--- config.mk ---
export PLATFORM = sky130hd
export DESIGN_NAME = mbus_demux
export DESIGN_NICKNAME = d
export VERILOG_FILES = /design/src/rtl/mbus_pkg.sv /design/src/rtl/mbus_addr_latch.sv /design/src/rtl/mbus_strobe_decode.sv /design/src/rtl/mbus_data_steer.sv /design/src/rtl/mbus_demux.sv
export SDC_FILE = /design/constraint.sdc
export NUM_CORES = 1
export LEC_CHECK = 0
export ABC_AREA = 1
export BUFFER_PORTS_ARGS = -buffer_cell sky130_fd_sc_hd__buf_4
export CAP_MARGIN = 15
export CORE_ASPECT_RATIO = 1.75
export CORE_MARGIN = 5
export CORE_UTILIZATION = 36
export CTS_BUF_LIST = sky130_fd_sc_hd__clkbuf_4 sky130_fd_sc_hd__clkbuf_8 sky130_fd_sc_hd__clkbuf_16
export DETAILED_ROUTE_END_ITERATION = 10
export SLEW_MARGIN = 20
export SYNTH_ARGS = -nofsm -noshare
export SYNTH_HDL_FRONTEND = slang
export SYNTH_SLANG_ARGS = --single-unit
--- constraint.sdc ---
create_clock -name clk -period 2 [get_ports clk]
set_input_delay 0.4 -clock clk [delete_from_list [all_inputs] [get_ports clk]]
set_output_delay 0.4 -clock clk [all_outputs]
set_load 0.01 [all_outputs]
--- src/rtl/mbus_pkg.sv ---
package mbus_pkg;

    typedef enum logic [1:0] {
        CYC_HALT  = 2'b00,
        CYC_WRITE = 2'b01,
        CYC_READ  = 2'b10,
        CYC_FETCH = 2'b11
    } cyc_kind_e;

    typedef struct packed {
        logic mem_rd_n;
        logic mem_wr_n;
        logic io_rd_n;
        logic io_wr_n;
    } strobes_t;

    typedef struct packed {
        logic halt;
        logic write;
        logic read;
        logic fetch;
    } cyc_flags_t;

    localparam strobes_t STROBES_IDLE = '{mem_rd_n: 1'b1, mem_wr_n: 1'b1,
                                          io_rd_n: 1'b1, io_wr_n: 1'b1};

    // Processor pins are released when the bus is granted away or the cycle is a halt
    function automatic logic bus_floating(input logic granted, input logic [1:0] st);
        return granted || (st == CYC_HALT);
    endfunction

endpackage

--- src/rtl/mbus_addr_latch.sv ---
module mbus_addr_latch #(
    parameter int LO_W = 8,
    parameter int HI_W = 8
) (
    input  logic                 clk,
    input  logic                 rst_n,
    input  logic                 ale_i,
    input  logic [LO_W-1:0]      ad_i,
    input  logic [HI_W-1:0]      hi_i,
    output logic [LO_W+HI_W-1:0] addr_o
);
    localparam int ADDR_W = LO_W + HI_W;

    typedef struct packed {
        logic            ale;
        logic [LO_W-1:0] ad;
        logic [HI_W-1:0] hi;
    } sample_t;

    sample_t             smp_d, smp_q;
    logic [ADDR_W-1:0]   addr_d, addr_q;

    always_comb begin
        smp_d.ale = ale_i;
        smp_d.ad  = ad_i;
        smp_d.hi  = hi_i;
        addr_d    = addr_q;
        // Close the latch on the strobe's falling edge, keeping the last address-phase sample
        if (smp_q.ale && !ale_i) begin
            addr_d = {smp_q.hi, smp_q.ad};
        end
    end

    // The input samples are not reset so that an edge spanning reset release is still seen
    always_ff @(posedge clk) begin
        smp_q <= smp_d;
    end

    always_ff @(posedge clk) begin
        if (!rst_n) begin
            addr_q <= '0;
        end else begin
            addr_q <= addr_d;
        end
    end

    assign addr_o = addr_q;
endmodule

--- src/rtl/mbus_strobe_decode.sv ---
module mbus_strobe_decode
    import mbus_pkg::*;
(
    input  logic       clk,
    input  logic       rst_n,
    input  logic       rd_n_i,
    input  logic       wr_n_i,
    input  logic       io_m_i,
    input  logic [1:0] status_i,
    input  logic       hlda_i,
    output strobes_t   strobes_o,
    output cyc_flags_t flags_o
);
    typedef struct packed {
        strobes_t   stb;
        cyc_flags_t flg;
    } dec_t;

    dec_t dec_d, dec_q;

    always_comb begin
        dec_d.stb = STROBES_IDLE;
        if (!bus_floating(hlda_i, status_i)) begin
            if (!rd_n_i) begin
                if (io_m_i) dec_d.stb.io_rd_n  = 1'b0;
                else        dec_d.stb.mem_rd_n = 1'b0;
            end
            if (!wr_n_i) begin
                if (io_m_i) dec_d.stb.io_wr_n  = 1'b0;
                else        dec_d.stb.mem_wr_n = 1'b0;
            end
        end

        dec_d.flg = '0;
        unique case (cyc_kind_e'(status_i))
            CYC_HALT:  dec_d.flg.halt  = 1'b1;
            CYC_WRITE: dec_d.flg.write = 1'b1;
            CYC_READ:  dec_d.flg.read  = 1'b1;
            CYC_FETCH: dec_d.flg.fetch = 1'b1;
            default:   dec_d.flg       = '0;
        endcase
    end

    always_ff @(posedge clk) begin
        if (!rst_n) begin
            dec_q.stb <= STROBES_IDLE;
            dec_q.flg <= '0;
        end else begin
            dec_q <= dec_d;
        end
    end

    assign strobes_o = dec_q.stb;
    assign flags_o   = dec_q.flg;
endmodule

--- src/rtl/mbus_data_steer.sv ---
module mbus_data_steer
    import mbus_pkg::*;
#(
    parameter int DW = 8
) (
    input  logic          clk,
    input  logic          rst_n,
    input  logic          ale_i,
    input  logic          rd_n_i,
    input  logic          wr_n_i,
    input  logic [1:0]    status_i,
    input  logic          hlda_i,
    input  logic [DW-1:0] cpu_ad_i,
    input  logic [DW-1:0] sys_data_i,
    output logic [DW-1:0] cpu_ad_o,
    output logic          cpu_ad_oe,
    output logic [DW-1:0] sys_data_o,
    output logic          sys_data_oe
);
    typedef struct packed {
        logic [DW-1:0] to_cpu;
        logic          to_cpu_en;
        logic [DW-1:0] to_sys;
        logic          to_sys_en;
    } steer_t;

    steer_t st_d, st_q;
    logic   quiet, rd_go, wr_go;

    always_comb begin
        quiet = ale_i || bus_floating(hlda_i, status_i);
        rd_go = !quiet && !rd_n_i && wr_n_i;
        wr_go = !quiet && !wr_n_i && rd_n_i;

        st_d           = st_q;
        st_d.to_cpu_en = rd_go;
        st_d.to_sys_en = wr_go;
        if (rd_go) st_d.to_cpu = sys_data_i;
        if (wr_go) st_d.to_sys = cpu_ad_i;
    end

    always_ff @(posedge clk) begin
        if (!rst_n) begin
            st_q <= '0;
        end else begin
            st_q <= st_d;
        end
    end

    assign cpu_ad_o    = st_q.to_cpu;
    assign cpu_ad_oe   = st_q.to_cpu_en;
    assign sys_data_o  = st_q.to_sys;
    assign sys_data_oe = st_q.to_sys_en;
endmodule

--- src/rtl/mbus_demux.sv ---
module mbus_demux
    import mbus_pkg::*;
#(
    parameter int LO_W = 8,
    parameter int HI_W = 8
) (
    input  logic                 clk,
    input  logic                 rst_n,
    input  logic                 ale,
    input  logic [LO_W-1:0]      cpu_ad_i,
    output logic [LO_W-1:0]      cpu_ad_o,
    output logic                 cpu_ad_oe,
    input  logic [HI_W-1:0]      hi_addr_i,
    input  logic                 rd_n,
    input  logic                 wr_n,
    input  logic                 io_m,
    input  logic [1:0]           status,
    input  logic                 hlda,
    output logic [LO_W+HI_W-1:0] sys_addr_o,
    input  logic [LO_W-1:0]      sys_data_i,
    output logic [LO_W-1:0]      sys_data_o,
    output logic                 sys_data_oe,
    output logic                 mem_rd_n,
    output logic                 mem_wr_n,
    output logic                 io_rd_n,
    output logic                 io_wr_n,
    output logic                 cyc_halt,
    output logic                 cyc_write,
    output logic                 cyc_read,
    output logic                 cyc_fetch
);
    strobes_t   stb;
    cyc_flags_t flg;

    mbus_addr_latch #(.LO_W(LO_W), .HI_W(HI_W)) u_latch (
        .clk    (clk),
        .rst_n  (rst_n),
        .ale_i  (ale),
        .ad_i   (cpu_ad_i),
        .hi_i   (hi_addr_i),
        .addr_o (sys_addr_o)
    );

    mbus_strobe_decode u_decode (
        .clk       (clk),
        .rst_n     (rst_n),
        .rd_n_i    (rd_n),
        .wr_n_i    (wr_n),
        .io_m_i    (io_m),
        .status_i  (status),
        .hlda_i    (hlda),
        .strobes_o (stb),
        .flags_o   (flg)
    );

    mbus_data_steer #(.DW(LO_W)) u_steer (
        .clk         (clk),
        .rst_n       (rst_n),
        .ale_i       (ale),
        .rd_n_i      (rd_n),
        .wr_n_i      (wr_n),
        .status_i    (status),
        .hlda_i      (hlda),
        .cpu_ad_i    (cpu_ad_i),
        .sys_data_i  (sys_data_i),
        .cpu_ad_o    (cpu_ad_o),
        .cpu_ad_oe   (cpu_ad_oe),
        .sys_data_o  (sys_data_o),
        .sys_data_oe (sys_data_oe)
    );

    assign mem_rd_n  = stb.mem_rd_n;
    assign mem_wr_n  = stb.mem_wr_n;
    assign io_rd_n   = stb.io_rd_n;
    assign io_wr_n   = stb.io_wr_n;
    assign cyc_halt  = flg.halt;
    assign cyc_write = flg.write;
    assign cyc_read  = flg.read;
    assign cyc_fetch = flg.fetch;
endmodule

---- Yosys cells after proc, flatten, opt, wreduce, memory -nomap -nowiden ----
Cells that the tools add are included.
W data, S select, Z words.
cells by class
  equality and inequality tests ........... 3
  mux-type cells .......................... 6
  bitwise gates (word level) .............. 1
  reductions and logical operators ........ 14
operator list
  cell                  count
  $mux W1               6
  $reduce_or A3 Y1      2
  $logic_and A1 B1 Y1   5
  $eq A2 B2 Y1 const B  2
  $logic_not A1 Y1      4
  $eq A2 B1 Y1 const B  1
  $logic_not A2 Y1      1
  $logic_or A1 B1 Y1    2
  $not A1 Y1            1
word-level totals
  flip-flop bits (word level) ............. 59
  logic and storage cells ................. 40

---- Longest topological paths before layout ----
  word-level depth ........................ 6
  gate-level depth with buffers ........... 6

---- Hierarchy ----
A second synthesis with hierarchy kept.
second synthesis, totals
  cells, all modules ...................... 293
  area, all modules ....................... 2215.9 um^2
modules (own cells, without submodules)
  module              instances  cells each  area each (um^2)  seq. area each (um^2)
  mbus_addr_latch     1          122         1039.7            660.6
  mbus_data_steer     1          147         943.4             360.3
  mbus_strobe_decode  1          24          232.7             160.2

---- Worst setup path before layout ----
Ideal clock, no wire load.
  path type ............................... input-to-reg
  from .................................... in ale
  to ...................................... reg u_steer.st_q, in the netlist u_steer.cpu_ad_o[4]
  data arrival time ....................... 1010 ps
  path slack .............................. 877 ps
  stages .................................. 5
  buffers on the path ..................... 1
  cell sequence ........................... inv_2 > buf_1 > nand4_1 > nand2_1 > nor2_1
between the ends
  word-level cells in the longest chain between the ends .. 4
ends and longest elaborated chain
  element                           line                   text
  from (decl)                       mbus_demux.sv:9        input logic ale,
  $logic_or A1 B1 Y1                mbus_data_steer.sv:31  quiet = ale_i || bus_floating(hlda_i, status_i);
  $logic_not A1 Y1                  mbus_data_steer.sv:32  rd_go = !quiet && !rd_n_i && wr_n_i;
  $logic_and A1 B1 Y1 (2 in a row)  mbus_data_steer.sv:32
  to (signal assigned)              mbus_data_steer.sv:46  st_q <= st_d;
  to (decl)                         mbus_data_steer.sv:27  steer_t st_d, st_q;
No other way between the ends.
A chain may end at the register's enable or synchronous reset.

---- Worst setup path after layout ----
  from .................................... reg u_steer.st_q, in the netlist u_steer.cpu_ad_o[1]
  to ...................................... out cpu_ad_o[1]
RTL lines
  element    line              text
  to (decl)  mbus_demux.sv:11  output logic [LO_W-1:0] cpu_ad_o,
No word-level cell between the ends.

==> results.sh <==
export IMPL_numClockSinks=59
export IMPL_holdPathStages=1
export IMPL_mostFrequentLayoutCell="buf_4"
export IMPL_cp_required_ns=1.60
export IMPL_netlist_area_um2=1959
export IMPL_drt_initial_drc_count=59
export IMPL_synth_seq_area_share_pct=60.28
export IMPL_yosys_warnings=0
export IMPL_cts_resized=0
export IMPL_status="finished clean"
export IMPL_p_leak_uw=0.001360
export IMPL_final_cell_mix="buf_4, nor2_1, dfxtp_1, nand2_1, inv_1"
export IMPL_worstHoldPathType="primary input to register"
export IMPL_diodes=0
export IMPL_die_w_um=65.77
export IMPL_drive_gt1_share_pct=34.08
export IMPL_dr_total_vias=1649
export IMPL_grt_overflow=0
export IMPL_max_slew_margin_rel_pct=73.71
export IMPL_slew_viol_final=0
export IMPL_skew_ns=0.005004
export IMPL_clk_insertion_delay_late_ns=0.33
export IMPL_synth_cell_type_count=17
export IMPL_final_util_pct=53.08
export IMPL_path_max_fanout=2
export IMPL_core_area_um2=5299
export IMPL_die_y_um=107.6
export IMPL_cp_end_kind="output port"
export IMPL_power_total_uw=2715
export IMPL_grt_max_degree=34
export IMPL_grt_pass1_wl_um=7182
export IMPL_h_tree_depth=3
export IMPL_critPathBufInv=1
export IMPL_fin_crit_sh_pct=60.55
export IMPL_crit_type="register to output port"
export IMPL_finalSetupViolCount=0
export IMPL_max_freq_mhz=825.7
export IMPL_max_cap_viol_count=0
export IMPL_root_buffer="clkbuf_8"
export IMPL_reg2regPathDepth=4
export IMPL_worstMarginPinSlew_ns=0.3934
export IMPL_powerDensity_nw_per_um2=965.2
export IMPL_num_rows=35
export IMPL_synth_cells=227
export IMPL_viasPerCell=4.283
export IMPL_start_kind="register"
export IMPL_synthTopCellsByArea="dfxtp_1, nor2_1, nand4_1, nand2_1, inv_1"
export IMPL_dr_pass1_iters=4
export IMPL_grtUsageTotal_pct=13.58
export IMPL_synth_nets=260
export IMPL_rsz0062_at_grt="false"
export IMPL_synth_avg_cell_area_um2=8.632
export IMPL_synth_top_cell_by_area="dfxtp_1"
export IMPL_path_clk_slew_ns=0.07
export IMPL_clk_path_buf_depth=2
export IMPL_final_setup_tns_ns=0
export IMPL_cts_tree="built"
export IMPL_slowest_delay_ns=0.35
export IMPL_drc=0
export IMPL_drt_wl_total_um=4485
export IMPL_port_buffers=74
export IMPL_vdd_ir_drop_max_mv=0.4796
export IMPL_fillerInstances=507
export IMPL_min_period_ns=1.211
export IMPL_grt_pass1_vias=1605
export IMPL_hold_slack_ns=0.1643
export IMPL_io_pins=75
export IMPL_path_cells="buf_4"
export IMPL_r2r_end="u_latch.addr_o[5]"
export IMPL_critPathSlowestCell="dfxtp_1"
export IMPL_antenna_left=0
export IMPL_hold_viol=0
export IMPL_die_area_um2=7077
export IMPL_gp_congestion=0.7276
export IMPL_hp_start="hi_addr_i[0]"
export IMPL_worst_ep_arrival_time_ns=0.81
export IMPL_area_growth_pct=43.55
export IMPL_initial_core_util_pct=36.98
export IMPL_antenna_found_initial=0
export IMPL_synth_top_cell_area_share_pct=60.28
export IMPL_avgRoutedWirePerCell_um=11.65
export IMPL_dpl_hpwl_um=3346
export IMPL_nNetsFinal=339
export IMPL_hold_path_end="u_latch.smp_q[0]"
export IMPL_postCtsHoldBufs=0
export IMPL_ff2ff_setup_slack_ns=1.00
export IMPL_cts_inserted_buffers=9
export IMPL_cts_setup_buffers=0
export IMPL_synth_seq_cells=59
export IMPL_cp_top_family="flip-flops"
export IMPL_r2r_start="u_latch.smp_q[16]"
-- synthesized netlist by cell type --
cell and instances:
inv_4 2, o21ai_1 4, nor2_1 66, o21ai_0 12, buf_1 2, dfxtp_1 59
nand4_1 16, nand2_1 21, nor2_4 3, buf_2 2, inv_1 20, clkbuf_1 3
nor3_1 7, nand2_2 1, inv_2 6, nand3_4 1, nor2_8 2
-- cells by family after synthesis --
family	after synthesis	share of synthesized area (%)
simple gates	117	28.54
flops	59	60.28
buf+inv	35	7.088
compound gates	16	4.087
-- worst max path at each step --
stage	start	to	slack [ns]	depth (start not counted)
2_1_floorplan	ale	u_steer.cpu_ad_o[4]	0.88	5
6_report	u_steer.cpu_ad_o[1]	cpu_ad_o[1]	0.79	1
3_3_place_gp	ale	u_steer.sys_data_o[0]	0.59	7
3_5_place_dp	ale	u_steer.sys_data_o[4]	0.57	7
4_1_cts	u_steer.cpu_ad_o[1]	cpu_ad_o[1]	0.76	1
5_1_grt	u_steer.cpu_ad_o[5]	cpu_ad_o[5]	0.75	1
-- where the power goes --
group / leakage, uW / switching, uW / total, uW / internal [uW]
Clock: 0.000108 / 472 / 1210 / 734
Combinational: 0.000765 / 135 / 258 / 123
Sequential: 0.000487 / 21.1 / 1250 / 1230
-- metal layers --
metal / global-route usage, % / part of all wire, % / up-vias
met5: 0 / 0 / -
met4: 8.457 / 2.5 / 0
met3: 5.434 / 8.0 / 8
met2: 22.97 / 51 / 47
met1: 13.45 / 38 / 727
li1: - / - / 867
-- registers in the layout, indices dropped and copies added (netlist names) --
register	cells
u_steer.cpu_ad_o	8
u_steer.cpu_ad_oe	1
u_decode.flags_o	4
u_decode.strobes_o	4
u_steer.sys_data_o	8
u_latch.smp_q	17
u_latch.addr_o	16
u_steer.sys_data_oe	1
-- stage by stage --
step,worst slack (ns),area (um2),std cells
final,0.7890,2813,385
after global routing,0.7488,2813,385
after CTS,0.7631,2813,385
after detailed placement,0.5725,2586,369
after global placement,0.5902,2586,369
after floorplan,0.8774,1959,227
-- final cells by class --
class	instances	area, um2	share of cell area (%)
well taps	74	92.59	3.292
flip-flops and latches	59	1181	41.99
repair buffers	75	563.0	20.02
clock buffers	10	137.6	4.893
inverters	28	110.1	3.915
clock inverters	6	88.84	3.158
multi-input cells	133	639.4	22.73
No activity file was read; power rests on OpenSTA's default activity.
